### config.mk
export PLATFORM = sky130hd
export DESIGN_NAME = vsl_vector_ldgen
export DESIGN_NICKNAME = d
export VERILOG_FILES = /design/src/rtl/vsl_pkg.sv /design/src/rtl/vsl_bank_timer.sv /design/src/rtl/vsl_addr_seq.sv /design/src/rtl/vsl_return_track.sv /design/src/rtl/vsl_vector_ldgen.sv
export SDC_FILE = /design/constraint.sdc
export NUM_CORES = 1
export LEC_CHECK = 0
export BUFFER_PORTS_ARGS = -buffer_cell sky130_fd_sc_hd__buf_2
export CORE_UTILIZATION = 60
export CTS_BUF_LIST = sky130_fd_sc_hd__clkbuf_8
export DETAILED_ROUTE_END_ITERATION = 10
export GPL_TIMING_DRIVEN = 0
export PLACE_DENSITY = 0.86
export SKIP_LAST_GASP = 1
export SLEW_MARGIN = 25
export SYNTH_ARGS = -nofsm -noshare
export SYNTH_HDL_FRONTEND = slang
export SYNTH_SLANG_ARGS = --single-unit
### constraint.sdc
create_clock -name clk -period 7.6 [get_ports clk]
set_clock_uncertainty 0.2 [all_clocks]
set_input_delay 0.38 -clock clk [delete_from_list [all_inputs] [get_ports clk]]
set_output_delay 0.38 -clock clk [all_outputs]
set_load 0.01 [all_outputs]
### src/rtl/vsl_pkg.sv
package vsl_pkg;

   typedef enum logic {
      VSL_IDLE = 1'b0,
      VSL_RUN  = 1'b1
   } vsl_mode_e;

endpackage

### src/rtl/vsl_bank_timer.sv
module vsl_bank_timer #(
   parameter int NUM_BANKS = 16,
   parameter int BANK_BUSY = 4,
   parameter int BANK_W    = 4
) (
   input  logic                 clk,
   input  logic                 rst_n,
   input  logic                 issue,
   input  logic [BANK_W-1:0]    issue_bank,
   output logic [NUM_BANKS-1:0] bank_free
);

   localparam int               CNT_W  = (BANK_BUSY > 1) ? $clog2(BANK_BUSY) : 1;
   localparam logic [CNT_W-1:0] RELOAD = CNT_W'(BANK_BUSY - 1);

   for (genvar b = 0; b < NUM_BANKS; b++) begin : g_bank
      if (BANK_BUSY > 1) begin : g_timed
         logic [CNT_W-1:0] cnt_q;

         always_ff @(posedge clk or negedge rst_n) begin
            if (!rst_n) begin
               cnt_q <= '0;
            end else if (issue && (issue_bank == BANK_W'(b))) begin
               cnt_q <= RELOAD;
            end else if (cnt_q != '0) begin
               cnt_q <= cnt_q - CNT_W'(1);
            end
         end

         assign bank_free[b] = (cnt_q == '0);
      end else begin : g_untimed
         assign bank_free[b] = 1'b1;
      end
   end

endmodule

### src/rtl/vsl_addr_seq.sv
module vsl_addr_seq #(
   parameter int ADDR_W    = 16,
   parameter int VL_W      = 7,
   parameter int NUM_BANKS = 16,
   parameter int BANK_W    = 4
) (
   input  logic                 clk,
   input  logic                 rst_n,
   input  logic                 load,
   input  logic [ADDR_W-1:0]    base,
   input  logic [ADDR_W-1:0]    stride,
   input  logic [VL_W-1:0]      vlen,
   input  logic [NUM_BANKS-1:0] bank_free,
   output logic                 req_valid,
   output logic [ADDR_W-1:0]    req_addr,
   output logic [BANK_W-1:0]    req_bank
);

   localparam bit POW2 = ((NUM_BANKS & (NUM_BANKS - 1)) == 0);

   logic [ADDR_W-1:0] addr_q;
   logic [ADDR_W-1:0] stride_q;
   logic [VL_W-1:0]   left_q;

   if (POW2) begin : g_pow2
      assign req_bank = addr_q[BANK_W-1:0];
   end else begin : g_mod
      assign req_bank = BANK_W'(addr_q % ADDR_W'(NUM_BANKS));
   end

   assign req_addr  = addr_q;
   assign req_valid = (left_q != '0) && bank_free[req_bank];

   always_ff @(posedge clk or negedge rst_n) begin
      if (!rst_n) begin
         addr_q   <= '0;
         stride_q <= '0;
         left_q   <= '0;
      end else if (load) begin
         addr_q   <= base;
         stride_q <= stride;
         left_q   <= vlen;
      end else if (req_valid) begin
         addr_q   <= addr_q + stride_q;
         left_q   <= left_q - VL_W'(1);
      end
   end

endmodule

### src/rtl/vsl_return_track.sv
module vsl_return_track
   import vsl_pkg::*;
#(
   parameter int MEM_LAT = 12,
   parameter int DATA_W  = 64,
   parameter int VL_W    = 7,
   parameter int IDX_W   = 6
) (
   input  logic              clk,
   input  logic              rst_n,
   input  logic              load,
   input  logic [VL_W-1:0]   vlen,
   input  logic              issue,
   input  logic [DATA_W-1:0] rsp_data,
   output logic              wr_en,
   output logic [IDX_W-1:0]  wr_idx,
   output logic [DATA_W-1:0] wr_data,
   output logic              done,
   output logic              busy
);

   logic [MEM_LAT-1:0] pipe_q;
   logic               tap;
   logic [VL_W-1:0]    cnt_q;
   logic [VL_W-1:0]    total_q;
   logic               last_q;
   logic               wr_en_q;
   logic [IDX_W-1:0]   wr_idx_q;
   logic [DATA_W-1:0]  wr_data_q;
   logic               done_q;
   vsl_mode_e          mode_q;

   if (MEM_LAT == 1) begin : g_lat1
      always_ff @(posedge clk or negedge rst_n) begin
         if (!rst_n) pipe_q <= '0;
         else        pipe_q <= issue;
      end
   end else begin : g_latn
      always_ff @(posedge clk or negedge rst_n) begin
         if (!rst_n) pipe_q <= '0;
         else        pipe_q <= {pipe_q[MEM_LAT-2:0], issue};
      end
   end

   assign tap = pipe_q[MEM_LAT-1];

   always_ff @(posedge clk or negedge rst_n) begin
      if (!rst_n) begin
         cnt_q     <= '0;
         total_q   <= '0;
         last_q    <= 1'b0;
         wr_en_q   <= 1'b0;
         wr_idx_q  <= '0;
         wr_data_q <= '0;
         done_q    <= 1'b0;
         mode_q    <= VSL_IDLE;
      end else begin
         wr_en_q <= tap;
         done_q  <= 1'b0;
         if (load) begin
            cnt_q   <= '0;
            total_q <= vlen;
            last_q  <= 1'b0;
            if (vlen == '0) done_q <= 1'b1;
            else            mode_q <= VSL_RUN;
         end else begin
            if (tap) begin
               wr_idx_q  <= cnt_q[IDX_W-1:0];
               wr_data_q <= rsp_data;
               last_q    <= ((cnt_q + VL_W'(1)) == total_q);
               cnt_q     <= cnt_q + VL_W'(1);
            end
            if (wr_en_q && last_q) begin
               done_q <= 1'b1;
               mode_q <= VSL_IDLE;
            end
         end
      end
   end

   assign wr_en   = wr_en_q;
   assign wr_idx  = wr_idx_q;
   assign wr_data = wr_data_q;
   assign done    = done_q;
   assign busy    = (mode_q == VSL_RUN);

endmodule

### src/rtl/vsl_vector_ldgen.sv
module vsl_vector_ldgen
   import vsl_pkg::*;
#(
   parameter int ADDR_W    = 16,
   parameter int DATA_W    = 64,
   parameter int NUM_BANKS = 16,
   parameter int BANK_BUSY = 4,
   parameter int MEM_LAT   = 12,
   parameter int MAX_VL    = 64,
   localparam int BANK_W   = $clog2(NUM_BANKS),
   localparam int VL_W     = $clog2(MAX_VL + 1),
   localparam int IDX_W    = $clog2(MAX_VL)
) (
   input  logic              clk,
   input  logic              rst_n,
   input  logic              start,
   input  logic [ADDR_W-1:0] base,
   input  logic [ADDR_W-1:0] stride,
   input  logic [VL_W-1:0]   vlen,
   output logic              busy,
   output logic              req_valid,
   output logic [ADDR_W-1:0] req_addr,
   output logic [BANK_W-1:0] req_bank,
   input  logic [DATA_W-1:0] rsp_data,
   output logic              wr_en,
   output logic [IDX_W-1:0]  wr_idx,
   output logic [DATA_W-1:0] wr_data,
   output logic              done
);

   if (NUM_BANKS < 2)      begin : g_bad_banks $error("NUM_BANKS must be at least 2");      end
   if (BANK_W > ADDR_W)    begin : g_bad_addr  $error("ADDR_W too narrow for bank select"); end
   if (MAX_VL < 2)         begin : g_bad_vl    $error("MAX_VL must be at least 2");         end
   if (MEM_LAT < 1)        begin : g_bad_lat   $error("MEM_LAT must be at least 1");        end
   if (BANK_BUSY < 1)      begin : g_bad_busy  $error("BANK_BUSY must be at least 1");      end
   if (DATA_W < 1)         begin : g_bad_data  $error("DATA_W must be at least 1");         end

   localparam logic [VL_W-1:0] VL_CAP = VL_W'(MAX_VL);

   logic                 accept;
   logic [VL_W-1:0]      vlen_eff;
   logic [NUM_BANKS-1:0] bank_free;

   assign accept   = start && !busy;
   assign vlen_eff = (vlen > VL_CAP) ? VL_CAP : vlen;

   vsl_bank_timer #(
      .NUM_BANKS (NUM_BANKS),
      .BANK_BUSY (BANK_BUSY),
      .BANK_W    (BANK_W)
   ) u_timer (
      .clk        (clk),
      .rst_n      (rst_n),
      .issue      (req_valid),
      .issue_bank (req_bank),
      .bank_free  (bank_free)
   );

   vsl_addr_seq #(
      .ADDR_W    (ADDR_W),
      .VL_W      (VL_W),
      .NUM_BANKS (NUM_BANKS),
      .BANK_W    (BANK_W)
   ) u_seq (
      .clk       (clk),
      .rst_n     (rst_n),
      .load      (accept),
      .base      (base),
      .stride    (stride),
      .vlen      (vlen_eff),
      .bank_free (bank_free),
      .req_valid (req_valid),
      .req_addr  (req_addr),
      .req_bank  (req_bank)
   );

   vsl_return_track #(
      .MEM_LAT (MEM_LAT),
      .DATA_W  (DATA_W),
      .VL_W    (VL_W),
      .IDX_W   (IDX_W)
   ) u_ret (
      .clk      (clk),
      .rst_n    (rst_n),
      .load     (accept),
      .vlen     (vlen_eff),
      .issue    (req_valid),
      .rsp_data (rsp_data),
      .wr_en    (wr_en),
      .wr_idx   (wr_idx),
      .wr_data  (wr_data),
      .done     (done),
      .busy     (busy)
   );

endmodule

==> metrics.cfg, run 1 <==
[route]
met3_length_mm = 2.09
ant_nets = 0
dr.pass1.iters = 5
avgRoutedWirePerCell_um = 19.8
via_per_inst = 5.81
totalWireLength_mm = 24.0
vias = 7043
met2_length_mm = 11.8
highest_layer = met4
drt_iter0_markers = 705
drc = 0
m1WireLength_mm = 8.70

[clocking]
cts_setup_buffers = 0
path_clk_slew_ns = 0.09
cts_root_buf = clkbuf_8
cts_tree = yes
cts.sink_count = 171
cts.htree.levels = 4
cts.path.max_buffers = 2
cts_buffers = 17
clk_latency_ns = 0.49
post_cts_resized = 0

[die]
fp.dieW_um = 117
pin_count = 200
initial_core_util_pct = 62.3
dieArea_um2 = 13800
core_um2 = 12800
std_cell_rows = 41
fp.dieH_um = 117

[timing]
setup_slack_ns = 4.40
setup_violations = 0
timing.hold.ws_ns = 0.0244
rsz0062_at_grt = false
fin_crit_ns = 3.20
fin_tns_setup_ns = 0
min_period_over_period_pct = 42.1
hold_viol_final = 0
fmax_mhz = 312
worst_slew_pin_slew_ns = 0.688
slew_violations = 0
maxSlewHeadroom_pct = 54.1

[cells_and_area]
design_area_um2 = 10700
layout_common_cells = buf_2, dfrtp_1, nand2_1
n_antenna_cell = 0
final_common_cell = buf_2
drive_gt1_share_pct = 31.4
nNetsFinal = 1168
areaGrowthSynthToFinish_pct = 33.3
utilization_pct = 83.1

[global_routing]
grt_use_total_pct = 36.1
antenna_found_initial = 0
grt_pass1_wl_mm = 38.0
grt_pass1_vias = 7329
grt_max_degree = 92
grt-ovfl-total = 0

[critical_path]
path_delay_family = buffers and inverters
rrSetupSlack_ns = 4.43
critPathCaptureType = primary output
cp.arrival_ns = 2.62
cp_max_fo = 11
critical-path-max-stage-delay_ns = 0.52
crit_buf_inv = 3
crit_type = reg2out
required_ns = 7.02
slowest_stage = dfrtp_1
crit_chain = or2_2, buf_1, nor2_1, nor4_4, buf_2, buf_2
path_common_cell = buf_2
critPathLaunchType = flip-flop

[pwr]
leakage_nw = 5.19
p_per_area_nw_per_um2 = 475
ir_drop_mv = 0.299

[synth]
synthCells = 707
synth-seq-cells = 171
ys_types = 50
mappedNetlistNets = 848
synth_edf_count = 0
synth_top_cell_area_share_pct = 53.5
synth_top_cell_by_area = dfrtp_1
synthTopCellsByArea = dfrtp_1, mux2_2, ha_1, nand2_1, xor2_1
synth_flop_cell = dfrtp_1
syn_area_um2 = 7990
synthArstFlopShare_pct = 100
yosysSeqAreaShare_pct = 53.5
ys_warn_count = 0
syn_avg_cell_area_um2 = 11.3

[placed_design]
numPortBuffers = 199
dp_hpwl_mm = 13.0
pre_cts_ws_ns = 4.69
postPlaceCellArea_um2 = 9240
gp_congestion = 0.907

[run]
drv_cap = 0

[status]
status = complete, no violations

[min_path]
hold_class = in2reg

worst min-delay path, cell delays in order:
cell     delay [ns]
buf_2          0.09
nor4_1         0.06
nand3_1        0.05
o21ai_0        0.07
layer usage:
layer | track usage [%] | vias to the layer above
li1 | - | 3053
met1 | 41.8 | 3404
met2 | 60.5 | 457
met3 | 9.58 | 129
met4 | 21.1 | 0
met5 | 0 | -
kinds of logic (layout without fill, tap and decap cells):
| family | after synthesis | count (layout) | synth area share, % |
|---|---|---|---|
| compound gates | 109 | 109 | 9.02 |
| flops | 171 | 171 | 53.5 |
| buf+inv | 77 | 410 | 4.02 |
| mux | 86 | 86 | 12.5 |
| simple gates | 181 | 181 | 10.1 |
| xor+xnor | 48 | 48 | 5.26 |
| fa+ha+maj | 35 | 35 | 5.57 |
final timing paths:
kind | start | endpoint | cells past startpoint
worst max-delay path | u_seq.req_addr[3] | req_valid | 6
worst min-delay path | vlen[3] | u_ret.done | 4
worst max register to register | u_seq.req_addr[0] | u_seq.req_addr[14] | 9
worst min register to register | u_ret.pipe_q[3] | u_ret.pipe_q[4] | 0
max in group asynchronous | rst_n | u_ret.wr_data[33] | 3
min in group asynchronous | rst_n | u_ret.pipe_q[10] | 2
layout make-up:
type	instances	area [um^2]
plain buffers	37	171
clock buffers	19	262
clock inverters	13	138
fillers	662	2170
inverters	40	150
multi-input cells	459	3390
flip-flops and latches	171	4280
well taps	172	215
repair buffers	301	2040
registers in the layout, summed over array words and instances (netlist names):
name                          count
u_ret.cnt_q                       7
u_ret.busy                        1
u_seq.left_q                      7
u_timer.g_bank.g_timed.cnt_q     32
u_ret.total_q                     7
u_ret.wr_idx                      6
u_ret.pipe_q                     12
u_seq.stride_q                   16
u_ret.wr_data                    64
u_ret.done                        1
u_ret.wr_en                       1
u_seq.req_addr                   16
u_ret.last_q                      1
metrics by stage:
step                cells  power, mW
floorplan             707       3.41
global placement     1078       4.02
detailed placement   1079       4.13
finish               1212       5.06
global route         1212       5.34
CTS                  1212       4.84
cell usage after synthesis (3+ instances only):
cell / n
o221ai_2: 8
inv_1: 39
buf_1: 7
dfrtp_1: 171
buf_4: 7
o21ai_0: 42
nand2b_1: 5
or3_1: 4
nand3b_1: 4
nand3_1: 9
a21o_1: 3
mux4_2: 4
nand2_1: 113
o21ai_1: 4
mux2_2: 70
o221ai_1: 8
buf_2: 3
xnor2_1: 19
a21oi_1: 23
nor2_1: 19
a31oi_1: 5
mux2i_1: 12
clkbuf_1: 18
and3_1: 7
nor3_1: 8
xor2_1: 29
o21ai_2: 5
ha_1: 34
power breakdown:
part	internal [mW]	leakage, nW	total [mW]	switching, mW
registers	1.38	2.05	1.71	0.328
clock network	0.334	0.224	0.674	0.339
logic	1.19	2.92	2.68	1.48
repair_timing:
item	in CTS	in global routing
hold buffers	101	0
hold endpoints to repair	183	0
setup endpoints to repair	0	0
(Power assumes the default switching activity.)
==> run 2, diff against run 1 <==
Settings changed: CORE_UTILIZATION 60 to 50, PLACE_DENSITY 0.86 to 0.76.
Clock period 7.6 ns to 2.67 ns, I/O delays scaled along.
==> run 2 against run 1 <==
Die area rose by 20%. Sequential share of layout area shrank 1.8 points. Total power increased to 2.9 times the previous value. Sequential power grew to 2.8 times the previous value. Non-clock buffer count increased by 27. Via count fell by 5.7%.
==> metrics.cfg, run 2 (same netlist as run 1, synthesis figures left out) <==
[critical_path]
cp_max_fo = 6  ; -5
r2r_cells = 8  ; -1
required_ns = 2.34  ; -4.68 ns
crit_type = reg2out
cp.arrival_ns = 2.30  ; -0.32 ns
critPathCaptureType = primary output
critPathLaunchType = flip-flop

[timing]
hold_viol_final = 0  ; unchanged
min_period_over_period_pct = 98.6
fin_crit_ns = 2.63
setup_violations = 0  ; unchanged
setup_slack_ns = 0.0371  ; -4.36 ns
slew_violations = 0  ; unchanged
maxSlewHeadroom_pct = 55.9  ; +1.7 points
worst_slew_pin_slew_ns = 0.662  ; -0.0261 ns
rsz0062_at_grt = true
fmax_mhz = 380

[route]
via_per_inst = 5.20  ; -11%
dr.pass1.iters = 6  ; +1
ant_nets = 0  ; unchanged
drt_iter0_markers = 316  ; -55%
vias = 6645  ; -5.7%
drc = 0  ; unchanged
totalWireLength_mm = 21.9  ; -9.0%
avgRoutedWirePerCell_um = 17.1  ; -14%

[run]
drv_cap = 0  ; unchanged

[cells_and_area]
areaGrowthSynthToFinish_pct = 39.5
drive_gt1_share_pct = 36.6  ; +5.1 points
largest_reg_flops = 64  ; unchanged
regArea_um2 = 4280  ; about the same
fin_cells = 1278  ; +5.4%
n_antenna_cell = 0  ; unchanged
nFillCells = 1073  ; +62%
layout_common_cells = buf_2, dfrtp_1, nand2_1
utilization_pct = 72.3  ; -11 points
final_common_cell = buf_2
design_area_um2 = 11100  ; +4.7%
nNetsFinal = 1195  ; +2.3%
multi_input_area_um2 = 3560  ; +5.1%

[pwr]
p_switching_mw = 6.12  ; +180%
internal-power_mw = 8.70  ; +200%
leakage_nw = 5.29  ; +2.0%
power_frac_comb_pct = 54.8  ; +1.9 points
p_sw_share_pct = 41.3  ; -1.2 points
p_per_area_nw_per_um2 = 1330  ; +180%
power_frac_clock_pct = 12.8  ; -0.5 points
power_frac_seq_pct = 32.4  ; -1.4 points
ir_drop_mv = 0.781  ; +160%
p_total_mw = 14.8  ; +190%

[die]
dieArea_um2 = 16500  ; +20%
pin_count = 200  ; unchanged
core_um2 = 15400  ; +20%
initial_core_util_pct = 51.8  ; -11 points
fp.dieW_um = 128  ; +9.4%
std_cell_rows = 45  ; +9.8%
fp.dieH_um = 128  ; +9.4%

[clocking]
path_clk_slew_ns = 0.10  ; about the same
cts_buffers = 17  ; unchanged
cts.sink_count = 171  ; unchanged
cts_tree = yes
cts.path.max_buffers = 2  ; unchanged
cts_root_buf = clkbuf_8
clk_latency_ns = 0.49  ; about the same
cts.htree.levels = 4  ; unchanged

[placed_design]
dp_hpwl_mm = 12.9  ; -0.25%
numPortBuffers = 199  ; unchanged
postPlaceCellArea_um2 = 9320  ; +0.83%
gp_congestion = 0.862  ; -4.9%
dp_cells = 1119  ; +3.7%
pre_cts_ws_ns = -0.248  ; -4.94 ns

[status]
status = complete, no violations

[global_routing]
grt_use_total_pct = 27.1  ; -9.1 points
grt_pass1_vias = 6890  ; -6.0%
antenna_found_initial = 0  ; unchanged
grt-ovfl-total = 0  ; unchanged
grt_max_degree = 91  ; -1.1%
grt_pass1_wl_mm = 33.9  ; -11%

[min_path]
hold_class = in2async

## run 2: cell types whose count changed in the layout (fill, tap and decap cells not counted), sizes merged
cell         before  now
buf             217  238
clkbuf           39   37
clkinv            2    4
dlygate4sd3     101  107
inv              47   48
clkinvlp          1    2
bufinv            3    1
## run 2: worst paths after layout
kind,start,endpoint,slack (ns)
min in group clk,start,u_seq.req_addr[14],0.13
min,rst_n,u_timer.g_bank[1].g_timed.cnt_q[1],0.05
max reg2reg,u_timer.g_bank[13].g_timed.cnt_q[0],u_timer.g_bank[7].g_timed.cnt_q[0],0.06
min reg2reg,u_ret.pipe_q[7],u_ret.pipe_q[8],0.16
max in group asynchronous,rst_n,u_seq.stride_q[8],1.48
max,u_timer.g_bank[13].g_timed.cnt_q[0],req_valid,0.04
## run 2: power groups by stage
stage	registers [mW]	clock network [mW]	logic (mW)
2_1_floorplan	4.94	0	4.77
3_3_place_gp	4.70	0	6.78
3_5_place_dp	4.76	0	7.00
4_1_cts	4.72	1.91	7.39
5_1_grt	4.94	2.02	8.94
6_report	4.80	1.89	8.12
## run 2: layout make-up
class,count,share of cell area (%)
inverters,40,1.35
well taps,211,2.37
multi-input cells,459,32.0
clock inverters,15,1.55
clock buffers,17,2.10
repair buffers,329,20.6
flip-flops and latches,171,38.4
plain buffers,36,1.66
## run 2: routing by layer
layer  vias up  global-route usage (%)  part of all wire (%)  wire [um]
li1       3113                       -                     -          -
met3        63                    7.73                   5.9       1290
met2       221                    46.0                    51      11100
met1      3248                    32.3                    40       8770
met4         0                    11.4                   3.2        689
met5         -                       0                     0          0
## run 2: stage by stage
step / hold slack, ns / setup TNS (ns)
5_1_grt: 0.0809 / -0.597
3_3_place_gp: 0.124 / -248.85
6_report: 0.0547 / 0
2_1_floorplan: -0.362 / 0
3_5_place_dp: -0.290 / -2.69
4_1_cts: 0.0631 / -0.0391
## run 2: critical path: stages, from the launching register on
cell and delay, ns:
dfrtp_1 0.41, inv_1 0.10, ha_4 0.17, mux4_2 0.28, o22ai_4 0.08, nor4_4 0.46
buf_6 0.20, buf_6 0.11
## run 2: repair_timing
action,CTS,global route
setup endpoints to repair,37,31
pin swaps,5,9
buffers inserted,7,14
gates cloned,0,0
resized for setup,10,47
endpoints found under the hold margin,283,0
hold buffers,107,0
